**src/rtl/coh_pkg.sv**
```systemverilog
package coh_pkg;

  // state bits: [2] valid, [1] unique, [0] dirty
  typedef enum logic [2:0] {
    ST_I  = 3'b000,
    ST_SC = 3'b100,
    ST_SD = 3'b101,
    ST_UC = 3'b110,
    ST_UD = 3'b111
  } line_st_e;

  typedef enum logic [1:0] {
    LOP_READ  = 2'd0,
    LOP_UNIQ  = 2'd1,
    LOP_WRITE = 2'd2,
    LOP_NONE  = 2'd3
  } lop_e;

  localparam logic [3:0] SNP_RD_SHARED = 4'h1;
  localparam logic [3:0] SNP_RD_UNIQUE = 4'h7;
  localparam logic [3:0] SNP_MAKE_INV  = 4'hD;

  localparam int RSP_DT  = 0;
  localparam int RSP_ERR = 1;
  localparam int RSP_PD  = 2;
  localparam int RSP_IS  = 3;
  localparam int RSP_WU  = 4;

  function automatic logic [4:0] snp_resp(line_st_e s, logic [3:0] t);
    logic [4:0] r;
    r = '0;
    case (t)
      SNP_RD_SHARED: if (s[2]) begin
        r[RSP_DT] = 1'b1;
        r[RSP_IS] = 1'b1;
        r[RSP_WU] = s[1];
      end
      SNP_RD_UNIQUE: if (s[2]) begin
        r[RSP_DT] = 1'b1;
        r[RSP_PD] = s[0];
        r[RSP_WU] = s[1];
      end
      SNP_MAKE_INV: if (s[2]) r[RSP_WU] = s[1];
      default: r[RSP_ERR] = 1'b1;
    endcase
    return r;
  endfunction

  function automatic line_st_e snp_next(line_st_e s, logic [3:0] t);
    line_st_e n;
    n = s;
    case (t)
      SNP_RD_SHARED: if (s[2]) n = line_st_e'({2'b10, s[0]});
      SNP_RD_UNIQUE, SNP_MAKE_INV: n = ST_I;
      default: n = s;
    endcase
    return n;
  endfunction

endpackage

```
**src/rtl/coh_line_array.sv**
```systemverilog
module coh_line_array
  import coh_pkg::*;
#(
  parameter int NLINES = 4,
  parameter int DATA_W = 32,
  localparam int IDX_W = $clog2(NLINES)
) (
  input  logic              clk,
  input  logic              rst_n,
  input  logic              snp_we,
  input  logic [IDX_W-1:0]  snp_idx,
  input  line_st_e          snp_st,
  input  logic              loc_we,
  input  logic              loc_dwe,
  input  logic [IDX_W-1:0]  loc_idx,
  input  line_st_e          loc_st,
  input  logic [DATA_W-1:0] loc_data,
  output line_st_e          line_st   [NLINES],
  output logic [DATA_W-1:0] line_data [NLINES]
);

  for (genvar g = 0; g < NLINES; g++) begin : g_line
    line_st_e          st_q;
    logic [DATA_W-1:0] dat_q;
    logic              snp_hit, loc_hit, dat_en;

    assign snp_hit = snp_we  && (snp_idx == IDX_W'(g));
    assign loc_hit = loc_we  && (loc_idx == IDX_W'(g));
    assign dat_en  = loc_dwe && (loc_idx == IDX_W'(g));

    always_ff @(posedge clk or negedge rst_n) begin
      if (!rst_n)       st_q <= ST_I;
      else if (snp_hit) st_q <= snp_st;
      else if (loc_hit) st_q <= loc_st;
    end

    always_ff @(posedge clk) begin
      if (dat_en) dat_q <= loc_data;
    end

    assign line_st[g]   = st_q;
    assign line_data[g] = dat_q;
  end

  // snoop update and local update never land on one line together
  a_r12_ports_apart: assert property (@(posedge clk) disable iff (!rst_n)
    (snp_we && loc_we) |-> (snp_idx != loc_idx));

  // data only enters a held line if that line is held uniquely
  a_r4_write_needs_unique: assert property (@(posedge clk) disable iff (!rst_n)
    (loc_dwe && line_st[loc_idx][2]) |-> line_st[loc_idx][1]);

endmodule

```
**src/rtl/coh_snoop_ctl.sv**
```systemverilog
module coh_snoop_ctl
  import coh_pkg::*;
#(
  parameter int DATA_W = 32
) (
  input  logic              clk,
  input  logic              rst_n,
  input  logic              ac_valid,
  input  logic [3:0]        ac_snoop,
  input  logic              blocked,
  output logic              ac_ready,
  input  line_st_e          cur_st,
  input  logic [DATA_W-1:0] cur_data,
  output logic              upd_we,
  output line_st_e          upd_st,
  output logic              cr_valid,
  input  logic              cr_ready,
  output logic [4:0]        cr_resp,
  output logic              cd_valid,
  input  logic              cd_ready,
  output logic [DATA_W-1:0] cd_data,
  output logic              cd_last
);

  typedef enum logic [1:0] {SP_IDLE, SP_RESP, SP_DATA} sp_e;

  sp_e               sp_q, sp_d;
  logic [4:0]        resp_q, resp_d;
  logic [DATA_W-1:0] data_q;

  assign ac_ready = (sp_q == SP_IDLE) && !blocked;
  assign upd_we   = ac_valid && ac_ready;
  assign upd_st   = snp_next(cur_st, ac_snoop);

  always_comb begin
    sp_d   = sp_q;
    resp_d = resp_q;
    case (sp_q)
      SP_IDLE: if (upd_we) begin
        sp_d   = SP_RESP;
        resp_d = snp_resp(cur_st, ac_snoop);
      end
      SP_RESP: if (cr_ready) sp_d = resp_q[RSP_DT] ? SP_DATA : SP_IDLE;
      SP_DATA: if (cd_ready) sp_d = SP_IDLE;
      default: sp_d = SP_IDLE;
    endcase
  end

  always_ff @(posedge clk or negedge rst_n) begin
    if (!rst_n) begin
      sp_q   <= SP_IDLE;
      resp_q <= '0;
    end else begin
      sp_q   <= sp_d;
      resp_q <= resp_d;
    end
  end

  always_ff @(posedge clk) begin
    if (upd_we) data_q <= cur_data;
  end

  assign cr_valid = (sp_q == SP_RESP);
  assign cr_resp  = resp_q;
  assign cd_valid = (sp_q == SP_DATA);
  assign cd_data  = data_q;
  assign cd_last  = cd_valid;

  // response holds steady until taken
  a_r10_cr_hold: assert property (@(posedge clk) disable iff (!rst_n)
    (cr_valid && !cr_ready) |=> (cr_valid && $stable(cr_resp)));

  // data beat holds until taken
  a_r10_cd_hold: assert property (@(posedge clk) disable iff (!rst_n)
    (cd_valid && !cd_ready) |=> (cd_valid && $stable(cd_data)));

  // a data beat only follows a taken response that announced data
  a_r10_cd_after_dt: assert property (@(posedge clk) disable iff (!rst_n)
    $rose(cd_valid) |-> ($past(cr_valid && cr_ready) && cr_resp[RSP_DT]));

  // nothing new accepted while a snoop is in flight
  a_r10_one_snoop: assert property (@(posedge clk) disable iff (!rst_n)
    (cr_valid || cd_valid) |-> !ac_ready);

endmodule

```
**src/rtl/coh_line_ctrl.sv**
```systemverilog
module coh_line_ctrl
  import coh_pkg::*;
#(
  parameter int NLINES = 4,
  parameter int DATA_W = 32,
  localparam int IDX_W = $clog2(NLINES)
) (
  input  logic              clk,
  input  logic              rst_n,
  input  logic              lreq_valid,
  output logic              lreq_ready,
  input  logic [1:0]        lreq_op,
  input  logic [IDX_W-1:0]  lreq_idx,
  input  logic [DATA_W-1:0] lreq_data,
  output logic              fill_busy,
  input  logic              fill_valid,
  input  logic              fill_shared,
  input  logic [DATA_W-1:0] fill_data,
  input  logic [IDX_W-1:0]  lk_idx,
  output logic [2:0]        lk_state,
  output logic [DATA_W-1:0] lk_data,
  input  logic              ac_valid,
  output logic              ac_ready,
  input  logic [IDX_W-1:0]  ac_addr,
  input  logic [3:0]        ac_snoop,
  output logic              cr_valid,
  input  logic              cr_ready,
  output logic [4:0]        cr_resp,
  output logic              cd_valid,
  input  logic              cd_ready,
  output logic [DATA_W-1:0] cd_data,
  output logic              cd_last
);

  line_st_e          line_st   [NLINES];
  logic [DATA_W-1:0] line_data [NLINES];

  logic              fill_q, fill_d;
  logic [IDX_W-1:0]  fill_idx_q, fill_idx_d;
  logic              blocked, ac_fire, lreq_fire;
  logic              snp_we;
  line_st_e          snp_st;
  logic              loc_we, loc_dwe;
  logic [IDX_W-1:0]  loc_idx;
  line_st_e          loc_st, cur_l;
  logic [DATA_W-1:0] loc_data;

  assign blocked    = fill_q && (ac_addr == fill_idx_q);
  assign ac_fire    = ac_valid && ac_ready;
  assign lreq_ready = !fill_q && !(ac_fire && (ac_addr == lreq_idx));
  assign lreq_fire  = lreq_valid && lreq_ready;
  assign cur_l      = line_st[lreq_idx];

  coh_snoop_ctl #(.DATA_W(DATA_W)) i_snoop (
    .clk      (clk),
    .rst_n    (rst_n),
    .ac_valid (ac_valid),
    .ac_snoop (ac_snoop),
    .blocked  (blocked),
    .ac_ready (ac_ready),
    .cur_st   (line_st[ac_addr]),
    .cur_data (line_data[ac_addr]),
    .upd_we   (snp_we),
    .upd_st   (snp_st),
    .cr_valid (cr_valid),
    .cr_ready (cr_ready),
    .cr_resp  (cr_resp),
    .cd_valid (cd_valid),
    .cd_ready (cd_ready),
    .cd_data  (cd_data),
    .cd_last  (cd_last)
  );

  always_comb begin
    loc_we     = 1'b0;
    loc_dwe    = 1'b0;
    loc_idx    = lreq_idx;
    loc_st     = cur_l;
    loc_data   = lreq_data;
    fill_d     = fill_q;
    fill_idx_d = fill_idx_q;
    if (fill_q && fill_valid) begin
      loc_we   = 1'b1;
      loc_dwe  = 1'b1;
      loc_idx  = fill_idx_q;
      loc_st   = fill_shared ? ST_SC : ST_UC;
      loc_data = fill_data;
      fill_d   = 1'b0;
    end else if (lreq_fire) begin
      case (lop_e'(lreq_op))
        LOP_READ: if (!cur_l[2]) begin
          fill_d     = 1'b1;
          fill_idx_d = lreq_idx;
        end
        LOP_UNIQ: if (cur_l[2] && !cur_l[1]) begin
          loc_we = 1'b1;
          loc_st = line_st_e'({2'b11, cur_l[0]});
        end
        LOP_WRITE: if (cur_l[1]) begin
          loc_we  = 1'b1;
          loc_dwe = 1'b1;
          loc_st  = ST_UD;
        end
        default: ;
      endcase
    end
  end

  always_ff @(posedge clk or negedge rst_n) begin
    if (!rst_n) begin
      fill_q     <= 1'b0;
      fill_idx_q <= '0;
    end else begin
      fill_q <= fill_d;
      if (fill_d && !fill_q) fill_idx_q <= fill_idx_d;
    end
  end

  coh_line_array #(.NLINES(NLINES), .DATA_W(DATA_W)) i_array (
    .clk       (clk),
    .rst_n     (rst_n),
    .snp_we    (snp_we),
    .snp_idx   (ac_addr),
    .snp_st    (snp_st),
    .loc_we    (loc_we),
    .loc_dwe   (loc_dwe),
    .loc_idx   (loc_idx),
    .loc_st    (loc_st),
    .loc_data  (loc_data),
    .line_st   (line_st),
    .line_data (line_data)
  );

  assign fill_busy = fill_q;
  assign lk_state  = line_st[lk_idx];
  assign lk_data   = line_data[lk_idx];

  // no snoop enters the line whose fill is outstanding
  a_r11_fill_stall: assert property (@(posedge clk) disable iff (!rst_n)
    (fill_q && ac_valid && (ac_addr == fill_idx_q)) |-> !ac_ready);

  // a returned fill closes the outstanding fill
  a_r2_fill_closes: assert property (@(posedge clk) disable iff (!rst_n)
    (fill_q && fill_valid) |=> !fill_busy);

  // local requests wait while a fill is outstanding
  a_r2_fill_blocks: assert property (@(posedge clk) disable iff (!rst_n)
    fill_busy |-> !lreq_ready);

endmodule

```
**config.mk**
```make
export PLATFORM = sky130hd
export DESIGN_NAME = coh_line_ctrl
export DESIGN_NICKNAME = d
export VERILOG_FILES = /design/src/rtl/coh_pkg.sv /design/src/rtl/coh_line_array.sv /design/src/rtl/coh_snoop_ctl.sv /design/src/rtl/coh_line_ctrl.sv
export SDC_FILE = /design/constraint.sdc
export NUM_CORES = 1
export LEC_CHECK = 0
export ABC_AREA = 1
export BUFFER_PORTS_ARGS = -buffer_cell sky130_fd_sc_hd__buf_2
export CAP_MARGIN = 15
export CORE_MARGIN = 1.5
export CORE_UTILIZATION = 55
export CTS_CLUSTER_DIAMETER = 120
export DETAILED_ROUTE_END_ITERATION = 12
export HOLD_SLACK_MARGIN = 0.02
export PLACE_DENSITY = 0.76
export REMOVE_ABC_BUFFERS = 1
export SLEW_MARGIN = 20
export SYNTH_ARGS = -nofsm -noshare
export SYNTH_HDL_FRONTEND = slang
export SYNTH_HIERARCHICAL = 1
export SYNTH_SLANG_ARGS = --single-unit
export TNS_END_PERCENT = 20
```
**constraint.sdc**
```tcl
create_clock -name clk -period 11.5 [get_ports clk]
set_clock_uncertainty 0.2 [all_clocks]
set_input_delay 2.875 -clock clk [delete_from_list [all_inputs] [get_ports clk]]
set_output_delay 2.875 -clock clk [all_outputs]
set_load 0.02 [all_outputs]
```
==> results of run 1 <==
==> cells in the mapped netlist <==
cell and instances:
o21ai_0 132, nand4_1 12, nand3_2 6, nor3b_2 1, a221oi_1 1, nor2_1 154, clkbuf_1 35, inv_1 24
buf_2 13, buf_6 5, nor3_2 1, buf_1 1, nor2_4 4, nand2_4 1, nand3_1 54, inv_2 9
inv_6 1, or2_1 1, clkbuf_2 1, nor2_2 3, and2_4 1, o21ai_1 26, nand3_4 1, a21oi_1 2
nand2_2 6, ha_1 3, inv_4 1, nand2_1 136, dfrtp_1 22, buf_4 1, o22ai_1 69, o221ai_1 1
edfxtp_1 160, nor3_4 1, a21oi_2 1, nand3b_1 3
==> cell families after synthesis <==
group	Yosys count
simple gates	385
compound gates	232
flops	182
buf+inv	91
fa+ha+maj	3
==> cell type report <==
class / instances / share of cell area, %
clock inverter: 15 / 2.16
timing repair buffer: 171 / 8.99
sequential: 182 / 51.6
inverter: 35 / 1.35
tap: 211 / 2.54
multi-input combinational: 620 / 29.2
clock buffer: 17 / 4.10
==> registers in the layout (all words and copies together) (netlist names) <==
signal / cells
i_array/g_line.dat_q: 128
i_snoop/cd_data: 32
fill_idx_q: 2
i_snoop/sp_q: 2
i_snoop/cr_resp: 5
i_array/g_line.st_q: 12
fill_busy: 1
==> critical path: stages <==
cell and delay, ns:
buf_2 0.08, buf_4 0.59, clkinv_2 0.99, o21ai_0 0.53, o22ai_1 0.16, buf_2 0.19
==> layer usage <==
metal  wire length [um]  global-route usage [%]  vias to the layer above
li1                   -                       -                     3445
met1               9520                    37.6                     3461
met2              10800                    45.9                      363
met3               1730                    4.38                       29
met4                363                    10.3                        0
met5                  0                       0                        -
==> worst max path at each step <==
stage               startpoint          end  slack (ns)  depth (start not counted)
global route         lk_idx[0]  lk_data[27]        2.82                          6
floorplan           ac_addr[1]   lreq_ready        4.11                          7
detailed placement   lk_idx[0]  lk_data[27]        3.46                          6
CTS                  lk_idx[0]  lk_data[27]        3.42                          6
global placement     lk_idx[0]  lk_state[2]        3.55                          7
finish               lk_idx[0]  lk_data[27]        2.98                          6
==> power groups by stage <==
stage | combinational, uW | clock [uW] | sequential, uW
after CTS | 307 | 644 | 822
final | 310 | 641 | 824
after global routing | 341 | 671 | 828
after global placement | 300 | 0 | 835
after floorplan | 172 | 0 | 845
after detailed placement | 305 | 0 | 836
==> metrics by stage <==
stage               instances  setup slack (ns)
finish                   1251              2.98
global route             1251              2.82
CTS                      1248              3.42
floorplan                 837              4.11
global placement         1216              3.55
detailed placement       1216              3.46
==> metrics.md, run 1 <==
| Metric | Value |
|---|---|
| Run status | finished clean |
| Worst reg-to-reg path cell count | 5 |
| Clock sink total | 182 |
| Starting density of the core | 57.0% |
| Synth top area share | 54.8% |
| Synth cell types | 36 |
| Buffers on Ports | 161 |
| Max Cap Violations | 0 |
| Post-CTS setup buffers | 0 |
| Final worst path period share | 74.1% |
| Post-CTS Hold Buffers | 0 |
| CTS clock-pin slew for the worst setup and hold paths | 0.06 ns |
| Final Cell Area | 0.0104 sq mm |
| Type of origin of the critical path | input pin |
| RR Endpoint | i_array/g_line[2].dat_q[17] |
| Synthesized flop and latch total | 182 |
| Largest net degree at the start of global routing | 73 |
| Setup Crit Path Kind | in -> out |
| Post-synthesis simple-gate area fraction | 19.4% |
| Post-DRT Antenna Nets | 0 |
| TritonCTS clock tree | done |
| Synth Cell Area | 0.00876 sq mm |
| Int Pwr | 1270 uW |
| Hold Path Class | reg -> reg |
| Peak supply drop | 130 uV |
| First-pass GRT wire length | 35000 um |
| Core Box Area | 0.0154 sq mm |
| Chip width | 129 um |
| Cells after Synth | 893 |
| Worst Setup End Kind | output pin |
| Power consumption | 1780 uW |
| # rows | 45 |
| XOR/XNOR share of the synthesized area | 0% |
| Mux contribution to synthesized area | 0% |
| Largest area contributor in the netlist | edfxtp_1 |
| Commonest non-fill, non-tap cells in the layout | buf_2, edfxtp_1, nor2_1, nand2_1, o21ai_0 |
| CTS resizes | 0 |
| R2r setup slk | 7.56 ns |
| Combinational Power Share | 17.5% |
| DPL Wire Length | 13000 um |
| ANT cells | 0 |
| Clock network power share | 36.1% |
| Crit Path Max Fanout | 71 |
| Via count | 7298 |
| Cell area after placement | 0.00965 sq mm |
| Commonest non-fill, non-tap cell in the layout | buf_2 |
| Final core utilization | 67.5% |
| Final Hold Vio Count | 0 |
| Root buf cell | clkbuf_16 |
| Net switching power figure | 507 uW |
| Hold Path Cell Cnt | 2 |
| GRT Total Usage | 27.8% |
| Starting DRC count in detailed routing | 831 |
| CTS max path bufs | 2 |
| Hold endpoint | i_snoop/cr_resp[4] |
| Synth Area in Compound Gates | 14.4% |
| Max Slew Vio Count | 0 |
| Initial antenna violation count | 0 |
| Setup TNS | 0 ns |
| Fraction of layout cells with a size suffix above 1 | 23.4% |
| Final setup viols | 0 |
| Flop pwr share | 46.4% |
| Avg WL per Cell | 17.9 um |
| Sequential cell area | 0.00536 sq mm |
| Worst EP arrival | 5.45 ns |
| Worst path required time | 8.43 ns |
| Max Fclk | 0.117 GHz |
| Top post-synthesis cells by area | edfxtp_1, o21ai_0, nor2_1, dfrtp_1, nand2_1 |
| Via density | 5.83 |
| GPL Wtd Cong | 0.843 |
| Final min period | 8.53 ns |
| Die area | 0.0167 sq mm |
| HP Start | i_snoop/cr_resp[4] |
| RSZ-0062 raised after global routing | no |
| DRT Wirelength | 22400 um |
| Layout area overhead | 18.5% |
| Worst-Skew Late Latency | 0.44 ns |
| DRC viols | 0 |
| Max transition margin | 29.1% |
| Synthesized area per cell | 9.81 sq um |
| Io pins | 162 |
| Initial DRT Pass Iterations | 5 |
| Pwr per Cell Area | 171 mW/mm^2 |
| Ys Warns | 6 |
| Depth of the CTS H-tree | 4 |
| GRT overflow | 0 |
| # nets final | 1114 |
| Hold slack | 0.284 ns |
| Leak pwr | 0.00408 uW |
| Fillers | 1189 |
| Synth Area in Adders | 0.429% |
| Net Sw Frac | 28.5% |
| Chip height | 129 um |
| Seq/Total Area, Yosys | 61.1% |
| Area occupied by multi-input gates | 0.00304 sq mm |
| TritonCTS buffer count | 17 |
| Largest family of logic cells by synthesized area | simple AND/OR/NAND/NOR gates |
| Crit Reg-Reg Startpoint | fill_busy |
| Vias in the first global route | 6849 |
| Slew @ Worst Pin | 1.06 ns |
No activity file was read; power rests on OpenSTA's default activity.
==> run 2, diff against run 1 <==
- clock period: 11.5 -> 8 ns (I/O delays scaled with it)
==> run 2 against run 1 <==
Worst setup slack got worse by 1.3 ns; clock power rose by 25%; non-clock buffer count unchanged; critical endpoint is now lreq_ready.
==> metrics.md, run 2 (synthesis gave the netlist of run 1 again) <==
| Metric | Value |
|---|---|
| Run status | finished clean |
| Initial DRT Pass Iterations | 5 (unchanged) |
| ANT cells | 0 (unchanged) |
| Post-CTS setup buffers | 0 (unchanged) |
| Final Hold Vio Count | 0 (unchanged) |
| GRT Total Usage | 27.5% (-0.34 points) |
| CTS resizes | 0 (unchanged) |
| DPL Wire Length | 13100 um (+0.46%) |
| Io pins | 162 (unchanged) |
| Chip height | 129 um (unchanged) |
| HP Start | i_snoop/cr_resp[3] |
| Max Slew Vio Count | 0 (unchanged) |
| Max reg flops | 128 (unchanged) |
| TritonCTS clock tree | done |
| Final setup viols | 0 (unchanged) |
| Worst Setup End Kind | output pin |
| RR Endpoint | i_array/g_line[0].dat_q[19] |
| GRT overflow | 0 (unchanged) |
| Pwr per Cell Area | 237 mW/mm^2 (+38%) |
| Fraction of layout cells with a size suffix above 1 | 23.5% (+0.096 points) |
| Crit Path Max Fanout | 39 (-45%) |
| Setup Crit Path Kind | in -> out |
| Worst EP arrival | 4.13 ns (-1.32 ns) |
| Final min period | 6.33 ns |
| Max transition margin | 33.0% (+3.9 points) |
| CTS clock-pin slew for the worst setup and hold paths | 0.06 ns (about the same) |
| Setup TNS | 0 ns (unchanged) |
| Core Box Area | 0.0154 sq mm (unchanged) |
| Root buf cell | clkbuf_16 |
| Initial antenna violation count | 0 (unchanged) |
| Largest net degree at the start of global routing | 80 (+9.6%) |
| Peak supply drop | 170 uV (+30%) |
| Reg with most FFs | i_array/g_line.dat_q |
| Worst-Skew Late Latency | 0.44 ns (about the same) |
| First-pass GRT wire length | 34500 um (-1.4%) |
| Post-CTS Hold Buffers | 0 (unchanged) |
| Avg WL per Cell | 18.0 um (+0.62%) |
| Final worst path period share | 79.1% |
| Via density | 5.85 (+0.26%) |
| Depth of the CTS H-tree | 4 (unchanged) |
| GPL Wtd Cong | 0.895 (+6.1%) |
| Post-DRT Antenna Nets | 0 (unchanged) |
| Crit Reg-Reg Startpoint | fill_busy |
| RSZ-0062 raised after global routing | no |
| Hold endpoint | i_snoop/cr_resp[3] |
| Chip width | 129 um (unchanged) |
| R2r setup slk | 4.03 ns (-3.53 ns) |
| Leak pwr | 0.00404 uW (-0.80%) |
| Clock sink total | 182 (unchanged) |
| Max Cap Violations | 0 (unchanged) |
| Worst path required time | 5.80 ns (-2.63 ns) |
| Commonest non-fill, non-tap cell in the layout | buf_2 |
| TritonCTS buffer count | 17 (unchanged) |
| Fillers | 1217 (+2.4%) |
| Via count | 7317 (+0.26%) |
| Fin cells | 1251 (unchanged) |
| Max Fclk | 0.158 GHz |
| Type of origin of the critical path | input pin |
| Vias in the first global route | 6732 (-1.7%) |
| Starting density of the core | 57.0% (unchanged) |
| # nets final | 1114 (unchanged) |
| Starting DRC count in detailed routing | 870 (+4.7%) |
| CTS max path bufs | 2 (unchanged) |
| DRT Wirelength | 22600 um (+0.62%) |
| Layout area overhead | 17.5% |
| Slew @ Worst Pin | 1.00 ns (-0.0596 ns) |
| Buffers on Ports | 161 (unchanged) |
| Hold Path Cell Cnt | 2 (unchanged) |
| DRC viols | 0 (unchanged) |
| Worst reg-to-reg path cell count | 7 (+2) |
| Die area | 0.0167 sq mm (unchanged) |
| # rows | 45 (unchanged) |
| Commonest non-fill, non-tap cells in the layout | buf_2, edfxtp_1, nor2_1, nand2_1, o21ai_0 |
| Hold Path Class | reg -> reg |
| DP Cell Count | 1215 (-0.082%) |
[run 2: cell count changes in the layout (fill, tap and decap cells not counted)]
cell,before,now
bufinv_16,5,1
clkinv_2,2,4
inv_2,8,10
buf_12,1,2
buf_4,7,6
clkbuf_1,0,1
clkinv_1,2,1
clkinv_4,2,3
clkinvlp_4,2,1
inv_1,24,23
inv_8,1,2
[run 2: how the worst max path moves through the flow]
stage	cells past startpoint	slack, ns	from	endpoint
5_1_grt	9	1.52	ac_addr[1]	lreq_ready
6_report	9	1.67	ac_addr[1]	lreq_ready
2_1_floorplan	11	2.30	ac_addr[1]	i_array/g_line[3].dat_q[0]
3_3_place_gp	9	1.75	ac_addr[1]	lreq_ready
4_1_cts	9	1.65	ac_addr[1]	lreq_ready
3_5_place_dp	9	1.67	ac_addr[1]	lreq_ready
[run 2: layout make-up]
type | instances | area, sq um | share of cell area [%]
clock buffer | 18 | 429 | 4.17
clock inverter | 14 | 128 | 1.24
inverter | 35 | 139 | 1.35
multi-input combinational | 620 | 3040 | 29.5
sequential | 182 | 5360 | 52.0
tap | 211 | 264 | 2.56
timing repair buffer | 171 | 946 | 9.19
[run 2: critical path: stages]
cell and delay (ns):
buf_2 0.11, inv_2 0.53, o221ai_1 0.19, a221oi_1 0.72, nor2_4 0.10, nand3_2 0.13, nor2_4 0.06, nor2_4 0.10
buf_2 0.18
[run 2: where the power goes]
part	switching [uW]	internal, uW	total [uW]
Clock	372	432	804
Combinational	304	143	447
Sequential	59.6	1130	1190
[run 2: through the flow]
stage          hold WS, ns  power [uW]  instance area [sq um]  setup slack (ns)  utilization [%]
6_report             0.283        2440                  10300              1.67             67.0
5_1_grt              0.324        2530                  10300              1.52             67.0
4_1_cts              0.289        2430                  10200              1.65             66.4
3_5_place_dp         0.272        1640                   9640              1.67             62.7
3_3_place_gp         0.258        1630                   9640              1.75             62.7
2_1_floorplan        0.259        1460                   8490              2.30                -
[run 2: routing by layer]
metal	routed length, um	global-route usage [%]
met2	11200	46.8
met5	0	0
met3	1690	4.58
met1	9360	36.2
met4	348	8.92
